===== config.mk =====
export PLATFORM = sky130hd
export DESIGN_NAME = ldstm_seq
export DESIGN_NICKNAME = d
export VERILOG_FILES = /design/src/rtl/ldstm_pkg.sv /design/src/rtl/ldstm_pick.sv /design/src/rtl/ldstm_addr.sv /design/src/rtl/ldstm_fsm.sv /design/src/rtl/ldstm_seq.sv
export SDC_FILE = /design/constraint.sdc
export NUM_CORES = 1
export LEC_CHECK = 0
export ABC_AREA = 1
export BUFFER_PORTS_ARGS = -buffer_cell sky130_fd_sc_hd__buf_4
export CAP_MARGIN = 25
export CORE_ASPECT_RATIO = 1.25
export CORE_MARGIN = 4
export CORE_UTILIZATION = 35
export DETAILED_ROUTE_END_ITERATION = 6
export GPL_TIMING_DRIVEN = 0
export SLEW_MARGIN = 30
export SYNTH_ARGS = -nofsm -noshare
export SYNTH_HDL_FRONTEND = slang
export SYNTH_SLANG_ARGS = --single-unit

===== constraint.sdc =====
create_clock -name clk -period 5.4 [get_ports clk]
set_clock_uncertainty 0.1 [all_clocks]
set_input_delay 1.62 -clock clk [delete_from_list [all_inputs] [get_ports clk]]
set_output_delay 1.62 -clock clk [all_outputs]
set_load 0.1 [all_outputs]

===== src/rtl/ldstm_pkg.sv =====
package ldstm_pkg;
  typedef enum logic [1:0] {
    ST_IDLE  = 2'd0,
    ST_ISSUE = 2'd1,
    ST_XFER  = 2'd2,
    ST_FIN   = 2'd3
  } seq_state_t;
endpackage


===== src/rtl/ldstm_pick.sv =====
module ldstm_pick #(
  parameter int NREG = 16,
  localparam int IW = $clog2(NREG),
  localparam int CW = $clog2(NREG + 1)
) (
  input  logic [NREG-1:0] mask,
  output logic [IW-1:0]   low_idx,
  output logic            any_set,
  output logic [CW-1:0]   set_cnt
);
  always_comb begin
    low_idx = '0;
    any_set = 1'b0;
    set_cnt = '0;
    for (int i = NREG - 1; i >= 0; i--) begin
      if (mask[i]) begin
        low_idx = IW'(i);
        any_set = 1'b1;
      end
    end
    for (int i = 0; i < NREG; i++) begin
      set_cnt = set_cnt + CW'(mask[i]);
    end
  end
endmodule


===== src/rtl/ldstm_addr.sv =====
module ldstm_addr #(
  parameter int XLEN = 32
) (
  input  logic            clk,
  input  logic            rst_n,
  input  logic            load_en,
  input  logic [XLEN-1:0] load_val,
  input  logic            step_en,
  output logic [XLEN-1:0] addr
);
  localparam logic [XLEN-1:0] WORD_BYTES = XLEN'(4);

  logic [XLEN-1:0] addr_d;

  always_comb begin
    addr_d = addr;
    if (load_en) begin
      addr_d = load_val;
    end else if (step_en) begin
      addr_d = addr + WORD_BYTES;
    end
  end

  always_ff @(posedge clk or negedge rst_n) begin
    if (!rst_n) begin
      addr <= '0;
    end else if (load_en || step_en) begin
      addr <= addr_d;
    end
  end
endmodule


===== src/rtl/ldstm_fsm.sv =====
module ldstm_fsm
  import ldstm_pkg::*;
#(
  parameter int XLEN    = 32,
  parameter int NREG    = 16,
  parameter int PC_IDX  = 15,
  parameter int TST_IDX = 12,
  localparam int IW = $clog2(NREG),
  localparam int CW = $clog2(NREG + 1)
) (
  input  logic            clk,
  input  logic            rst_n,
  input  logic            start,
  input  logic            is_load,
  input  logic            wb,
  input  logic [IW-1:0]   ptr_idx,
  input  logic [NREG-1:0] list,
  input  logic [CW-1:0]   cnt,
  input  logic [XLEN-1:0] base,
  input  logic            irq_pend,
  input  logic            mem_ready,
  input  logic [IW-1:0]   cur_idx,
  output logic [NREG-1:0] rem,
  output logic            addr_ld,
  output logic [XLEN-1:0] addr_val,
  output logic            addr_step,
  output logic            mem_valid,
  output logic            mem_write,
  output logic [IW-1:0]   rf_raddr,
  output logic            rf_we,
  output logic [IW-1:0]   rf_waddr,
  output logic            rf_sel_ptr,
  output logic [XLEN-1:0] ptr_new,
  output logic            busy,
  output logic            done,
  output logic            aborted,
  output logic            flow_chg
);
  seq_state_t      state_q, state_d;
  logic [NREG-1:0] rem_d;
  logic            load_q, load_d;
  logic            wb_q, wb_d;
  logic            pc_q, pc_d;
  logic            extra_q, extra_d;
  logic [IW-1:0]   pidx_q, pidx_d;
  logic [XLEN-1:0] ptr_d;
  logic [XLEN-1:0] span;
  logic [NREG-1:0] rem_clr;

  assign span    = XLEN'(cnt) << 2;
  assign rem_clr = rem & (rem - NREG'(1));
  assign busy    = (state_q != ST_IDLE);

  always_comb begin
    state_d    = state_q;
    rem_d      = rem;
    load_d     = load_q;
    wb_d       = wb_q;
    pc_d       = pc_q;
    extra_d    = extra_q;
    pidx_d     = pidx_q;
    ptr_d      = ptr_new;
    addr_ld    = 1'b0;
    addr_val   = base;
    addr_step  = 1'b0;
    mem_valid  = 1'b0;
    mem_write  = 1'b0;
    rf_raddr   = cur_idx;
    rf_we      = 1'b0;
    rf_waddr   = cur_idx;
    rf_sel_ptr = 1'b0;
    done       = 1'b0;
    aborted    = 1'b0;
    flow_chg   = 1'b0;
    unique case (state_q)
      ST_IDLE: begin
        if (start) begin
          state_d = ST_ISSUE;
          rem_d   = list;
          load_d  = is_load;
          wb_d    = wb && (cnt != '0);
          pc_d    = is_load && list[PC_IDX];
          extra_d = (wb && (cnt != '0)) || (is_load && list[PC_IDX]);
          pidx_d  = ptr_idx;
          ptr_d   = is_load ? (base + span) : (base - span);
          addr_ld = 1'b1;
          addr_val = (!is_load && wb) ? (base - span) : base;
        end
      end
      ST_ISSUE: begin
        if (irq_pend) begin
          aborted = 1'b1;
          state_d = ST_IDLE;
        end else if (rem == '0) begin
          done    = 1'b1;
          state_d = ST_IDLE;
        end else begin
          state_d = ST_XFER;
        end
      end
      ST_XFER: begin
        if (irq_pend) begin
          aborted = 1'b1;
          state_d = ST_IDLE;
        end else begin
          mem_valid = 1'b1;
          mem_write = !load_q;
          if (mem_ready) begin
            addr_step = 1'b1;
            rem_d     = rem_clr;
            rf_we     = load_q;
            if (rem_clr == '0) begin
              if (extra_q) begin
                state_d = ST_FIN;
              end else begin
                done    = 1'b1;
                state_d = ST_IDLE;
              end
            end
          end
        end
      end
      ST_FIN: begin
        rf_raddr = IW'(TST_IDX);
        if (irq_pend) begin
          aborted = 1'b1;
          state_d = ST_IDLE;
        end else begin
          done       = 1'b1;
          rf_we      = wb_q;
          rf_waddr   = pidx_q;
          rf_sel_ptr = 1'b1;
          flow_chg   = pc_q;
          state_d    = ST_IDLE;
        end
      end
      default: state_d = ST_IDLE;
    endcase
  end

  always_ff @(posedge clk or negedge rst_n) begin
    if (!rst_n) begin
      state_q <= ST_IDLE;
      rem     <= '0;
      load_q  <= 1'b0;
      wb_q    <= 1'b0;
      pc_q    <= 1'b0;
      extra_q <= 1'b0;
      pidx_q  <= '0;
      ptr_new <= '0;
    end else begin
      state_q <= state_d;
      rem     <= rem_d;
      load_q  <= load_d;
      wb_q    <= wb_d;
      pc_q    <= pc_d;
      extra_q <= extra_d;
      pidx_q  <= pidx_d;
      ptr_new <= ptr_d;
    end
  end


  irq_abort_chk: assert property (@(posedge clk) disable iff (!rst_n)
    (busy && irq_pend) |-> (aborted && !mem_valid && !done && !rf_we));

  abort_idle_chk: assert property (@(posedge clk) disable iff (!rst_n)
    aborted |=> !busy);

  done_idle_chk: assert property (@(posedge clk) disable iff (!rst_n)
    done |=> !busy);

  we_busy_chk: assert property (@(posedge clk) disable iff (!rst_n)
    rf_we |-> busy);

  flow_done_chk: assert property (@(posedge clk) disable iff (!rst_n)
    flow_chg |-> done);
endmodule


===== src/rtl/ldstm_seq.sv =====
module ldstm_seq #(
  parameter int XLEN     = 32,
  parameter int NREG     = 16,
  parameter int STK_BITS = 8,
  parameter int SP_IDX   = 13,
  parameter int PC_IDX   = 15,
  parameter int TST_IDX  = 12,
  localparam int IW = $clog2(NREG),
  localparam int CW = $clog2(NREG + 1)
) (
  input  logic            clk,
  input  logic            rst_n,
  input  logic            start,
  input  logic            is_load,
  input  logic            wb_en,
  input  logic            stack_form,
  input  logic [IW-1:0]   ptr_idx,
  input  logic [NREG-1:0] reg_list,
  input  logic [XLEN-1:0] base_ptr,
  input  logic            irq_pend,
  output logic            mem_valid,
  output logic            mem_write,
  output logic [XLEN-1:0] mem_addr,
  output logic [XLEN-1:0] mem_wdata,
  input  logic            mem_ready,
  input  logic [XLEN-1:0] mem_rdata,
  output logic [IW-1:0]   rf_raddr,
  input  logic [XLEN-1:0] rf_rdata,
  output logic            rf_we,
  output logic [IW-1:0]   rf_waddr,
  output logic [XLEN-1:0] rf_wdata,
  output logic            busy,
  output logic            done,
  output logic            aborted,
  output logic            flow_chg,
  output logic            r12_zero
);
  logic            rst_meta_n, rst_sn;
  logic [NREG-1:0] eff_list;
  logic [IW-1:0]   eff_ptr;
  logic            eff_wb;
  logic [CW-1:0]   eff_cnt;
  logic [IW-1:0]   unused_idx;
  logic            unused_any;
  logic [NREG-1:0] rem;
  logic [IW-1:0]   cur_idx;
  logic            rem_any;
  logic [CW-1:0]   unused_cnt;
  logic            addr_ld, addr_step, rf_sel_ptr;
  logic [XLEN-1:0] addr_val, ptr_new;

  always_ff @(posedge clk or negedge rst_n) begin
    if (!rst_n) begin
      rst_meta_n <= 1'b0;
      rst_sn     <= 1'b0;
    end else begin
      rst_meta_n <= 1'b1;
      rst_sn     <= rst_meta_n;
    end
  end

  always_comb begin
    if (stack_form) begin
      eff_list = {reg_list[STK_BITS-1:0], {(NREG-STK_BITS){1'b0}}};
      eff_ptr  = IW'(SP_IDX);
      eff_wb   = 1'b1;
    end else begin
      eff_list = reg_list;
      eff_ptr  = ptr_idx;
      eff_wb   = wb_en;
    end
  end

  ldstm_pick #(.NREG(NREG)) i_pick_all (
    .mask(eff_list), .low_idx(unused_idx), .any_set(unused_any), .set_cnt(eff_cnt)
  );

  ldstm_pick #(.NREG(NREG)) i_pick_rem (
    .mask(rem), .low_idx(cur_idx), .any_set(rem_any), .set_cnt(unused_cnt)
  );

  ldstm_addr #(.XLEN(XLEN)) i_addr (
    .clk(clk), .rst_n(rst_sn), .load_en(addr_ld), .load_val(addr_val),
    .step_en(addr_step), .addr(mem_addr)
  );

  ldstm_fsm #(
    .XLEN(XLEN), .NREG(NREG), .PC_IDX(PC_IDX), .TST_IDX(TST_IDX)
  ) i_fsm (
    .clk(clk), .rst_n(rst_sn), .start(start), .is_load(is_load), .wb(eff_wb),
    .ptr_idx(eff_ptr), .list(eff_list), .cnt(eff_cnt), .base(base_ptr),
    .irq_pend(irq_pend), .mem_ready(mem_ready), .cur_idx(cur_idx), .rem(rem),
    .addr_ld(addr_ld), .addr_val(addr_val), .addr_step(addr_step),
    .mem_valid(mem_valid), .mem_write(mem_write), .rf_raddr(rf_raddr),
    .rf_we(rf_we), .rf_waddr(rf_waddr), .rf_sel_ptr(rf_sel_ptr),
    .ptr_new(ptr_new), .busy(busy), .done(done), .aborted(aborted),
    .flow_chg(flow_chg)
  );

  assign mem_wdata = rf_rdata;
  assign rf_wdata  = rf_sel_ptr ? ptr_new : mem_rdata;
  assign r12_zero  = flow_chg && (rf_rdata == '0);


  stall_hold_chk: assert property (@(posedge clk) disable iff (!rst_sn)
    (mem_valid && !mem_ready) |=> ($stable(mem_addr) && $stable(rf_raddr)));

  xfer_pending_chk: assert property (@(posedge clk) disable iff (!rst_sn)
    mem_valid |-> rem_any);

  idle_quiet_chk: assert property (@(posedge clk) disable iff (!rst_sn)
    !busy |-> (!mem_valid && !rf_we && !done));
endmodule


==> results.json <==
{
  "fin_hold_ws_ns": 0.118,
  "critical_path_arrival_ns": 6.90,
  "switching_power_mw": 4.32,
  "rrSetupSlack_ns": 2.80,
  "dp_slack_ns": -2.01,
  "rows": 63,
  "place_area_sq_um": 10800,
  "max-cap-violations": 0,
  "seqPwrFrac_pct": 17.7,
  "start_util_pct": 35.6,
  "path_common_cell": "fa_2",
  "combPwrFrac_pct": 72.2,
  "portBuffers": 226,
  "ant_nets": 0,
  "routedWlPerCell_um": 18.3,
  "crit_path_max_incr_delay_ns": 0.55,
  "synth_top_cell_area_share_pct": 27.2,
  "core_area_sq_um": 23800,
  "via_per_inst": 5.14,
  "insertion_delay_ns": 0.35,
  "fmax_ghz": 0.149,
  "p_int_mw": 3.12,
  "synth_area_sq_um": 8480,
  "sw_frac_of_total_pct": 58.1,
  "hp-class": "flip-flop to asynchronous set/reset pin",
  "synth_nets": 1464,
  "cp_max_fo": 8,
  "area_growth_pct": 44.5,
  "reg2reg_from": "i_fsm.state_q[0]",
  "ys_warn_count": 0,
  "grt_pass1_wl_um": 53200,
  "syn_area_per_cell_sq_um": 6.47,
  "synth_edf_count": 0,
  "grt_max_degree": 37,
  "die-area_sq_um": 26800,
  "final_cell_area_sq_um": 12200,
  "min_period_over_period_pct": 124,
  "final_cells": 1931,
  "yosys-top-cells-count": "nand2_1 (388), inv_1 (143), nor2_1 (132)",
  "fin_ws_ns": -1.32,
  "synth_top_flop_cell": "dfrtp_1",
  "htreeDepth": 3,
  "critical_path.endpoint": "i_addr.addr[10]",
  "die_x_um": 147,
  "drc": 0,
  "place_congestion": 1.02,
  "total_power_mw": 7.45,
  "failed_checks": "setup timing",
  "max-slew-margin-rel_pct": 41.4,
  "yosys.area.top_type": "dfrtp_1",
  "clk_pin_slew_ns": 0.07,
  "cts_sinks": 92,
  "drv_slew": 0,
  "dp_cells": 1864,
  "cp-end-kind": "flip-flop",
  "yosysSeqAreaShare_pct": 27.2,
  "grt_pass1_vias": 9687,
  "syn_inst": 1311,
  "fin_nets": 1754,
  "grt_overflow": 0,
  "ioPinCount": 236,
  "min_period_ns": 6.72,
  "cts_tree": "built",
  "drive_gt1_share_pct": 32.8,
  "ir_drop_v": 0.000399,
  "critPathKind": "input pin to flip-flop",
  "vias": 9916,
  "antenna_cells": 0,
  "total_leakage_power_nw": 6.03,
  "synthTopCellsByArea": "dfrtp_1 (27%), nand2_1 (17%), inv_1 (6.3%)",
  "r2r_cells": 9,
  "synth.most_common_cell": "nand2_1",
  "status": "finished with violations",
  "final_core_util_pct": 51.5,
  "setup_tns_ns": -64.89,
  "critical_path.startpoint": "stack_form",
  "cts_buffers": 9,
  "drt-initial-drc-count": 646,
  "die_h_um": 182,
  "grtUsageTotal_pct": 25.2,
  "rsz0062_at_grt": "yes",
  "async_reset_ff_share_pct": 100,
  "worstReg2RegEnd": "i_fsm.rem[2]",
  "synth-seq-cells": 92,
  "worst-endpoint-required_ns": 5.57,
  "worst_pin_slew_ns": 0.879,
  "power.density_nw_per_um2": 608,
  "place_hpwl_um": 27800,
  "totalWireLength_um": 35300,
  "antenna_found_initial": 0,
  "setup_violations": 60,
  "cts_buffer_depth": 2,
  "ys_types": 48,
  "crit_path_start_kind": "input pin",
  "cts_root_buffer": "clkbuf_16",
  "crit_slowest_cell": "fa_2",
  "finalHoldViolCount": 0,
  "drt_pass1_iterations": 5,
  "p_clk_share_pct": 10.2
}
[power by group through the flow]
stage / clock network [mW] / registers, mW / logic (mW)
floorplan: 0 / 2.08 / 2.72
global placement: 0 / 1.33 / 4.62
detailed placement: 0 / 1.33 / 4.66
CTS: 0.770 / 1.31 / 4.96
global route: 0.799 / 1.37 / 5.70
finish: 0.756 / 1.32 / 5.38
[worst max-delay path, delay by kind of cell]
| family | cells | cell delay, ns |
|---|---|---|
| fa+ha+maj | 8 | 3.42 |
| buf+inv | 6 | 0.71 |
| simple gates | 8 | 0.70 |
| compound gates | 2 | 0.26 |
| xor+xnor | 1 | 0.16 |
[cells by family (layout without fill, tap and decap cells)]
kind of cell	Yosys count	after routing	synth area share [%]
and+or+nand+nor	693	693	36.2
buffers and inverters	236	531	12.2
adders and majority gates	29	29	5.34
DFF	92	92	27.2
AOI/OAI and AO/OA	215	215	14.4
xor gates and xnor gates	45	45	4.65
other	1	1	0.0442
[how the worst min path moves through the flow]
stage / from / to / slack (ns) / cells after the start
after global routing: rst_sn / i_fsm.ptr_new[22] / 0.15 / 0
after detailed placement: rst_sn / i_fsm.ptr_new[22] / 0.12 / 0
final: rst_sn / i_fsm.ptr_new[31] / 0.12 / 0
after global placement: rst_meta_n / rst_sn / 0.24 / 0
after floorplan: rst_meta_n / rst_sn / 0.23 / 0
after CTS: rst_sn / i_fsm.ptr_new[22] / 0.13 / 0
[registers in the layout (all words and copies together) (netlist names)]
signal,count
i_fsm.wb_q,1
rst_meta_n,1
i_fsm.ptr_new,32
rst_sn,1
i_fsm.pc_q,1
i_fsm.rem,16
i_fsm.load_q,1
i_fsm.state_q,2
i_fsm.extra_q,1
i_fsm.pidx_q,4
i_addr.addr,32
[layout make-up]
type,instances,area (sq um)
clock buffer,12,256
inverter,155,592
sequential,92,2310
fill,2517,11600
tap,325,407
clock inverter,4,95.1
buffer,81,504
timing repair buffer,279,2200
multi-input combinational,983,5890
[repair_timing]
action / 4_1_cts / 5_1_grt
hold buffers: 0 / 0
resized for setup: 91 / 73
setup endpoints to repair: 60 / 61
buffers inserted: 35 / 18
pin swaps: 36 / 41
[placed cells by master (no fill, tap or decap), drive strengths merged, types with 18 or more instances in the layout]
cell type,instances
inv,155
nor4,18
clkbuf,38
nand2,396
a21oi,49
nor2,148
xor2,39
buf,334
nor3,24
nand3,70
dfrtp,92
o21ai,110
nand4,24
[per-layer routing]
metal / vias up / global-route usage, % / routed length [um]
met5: - / 0 / 0
met4: 0 / 10.8 / 1530
met3: 83 / 3.10 / 1830
met2: 348 / 45.0 / 18000
met1: 4691 / 30.4 / 14000
li1: 4794 / - / -
Note: power is estimated with default switching activity, not from simulation.
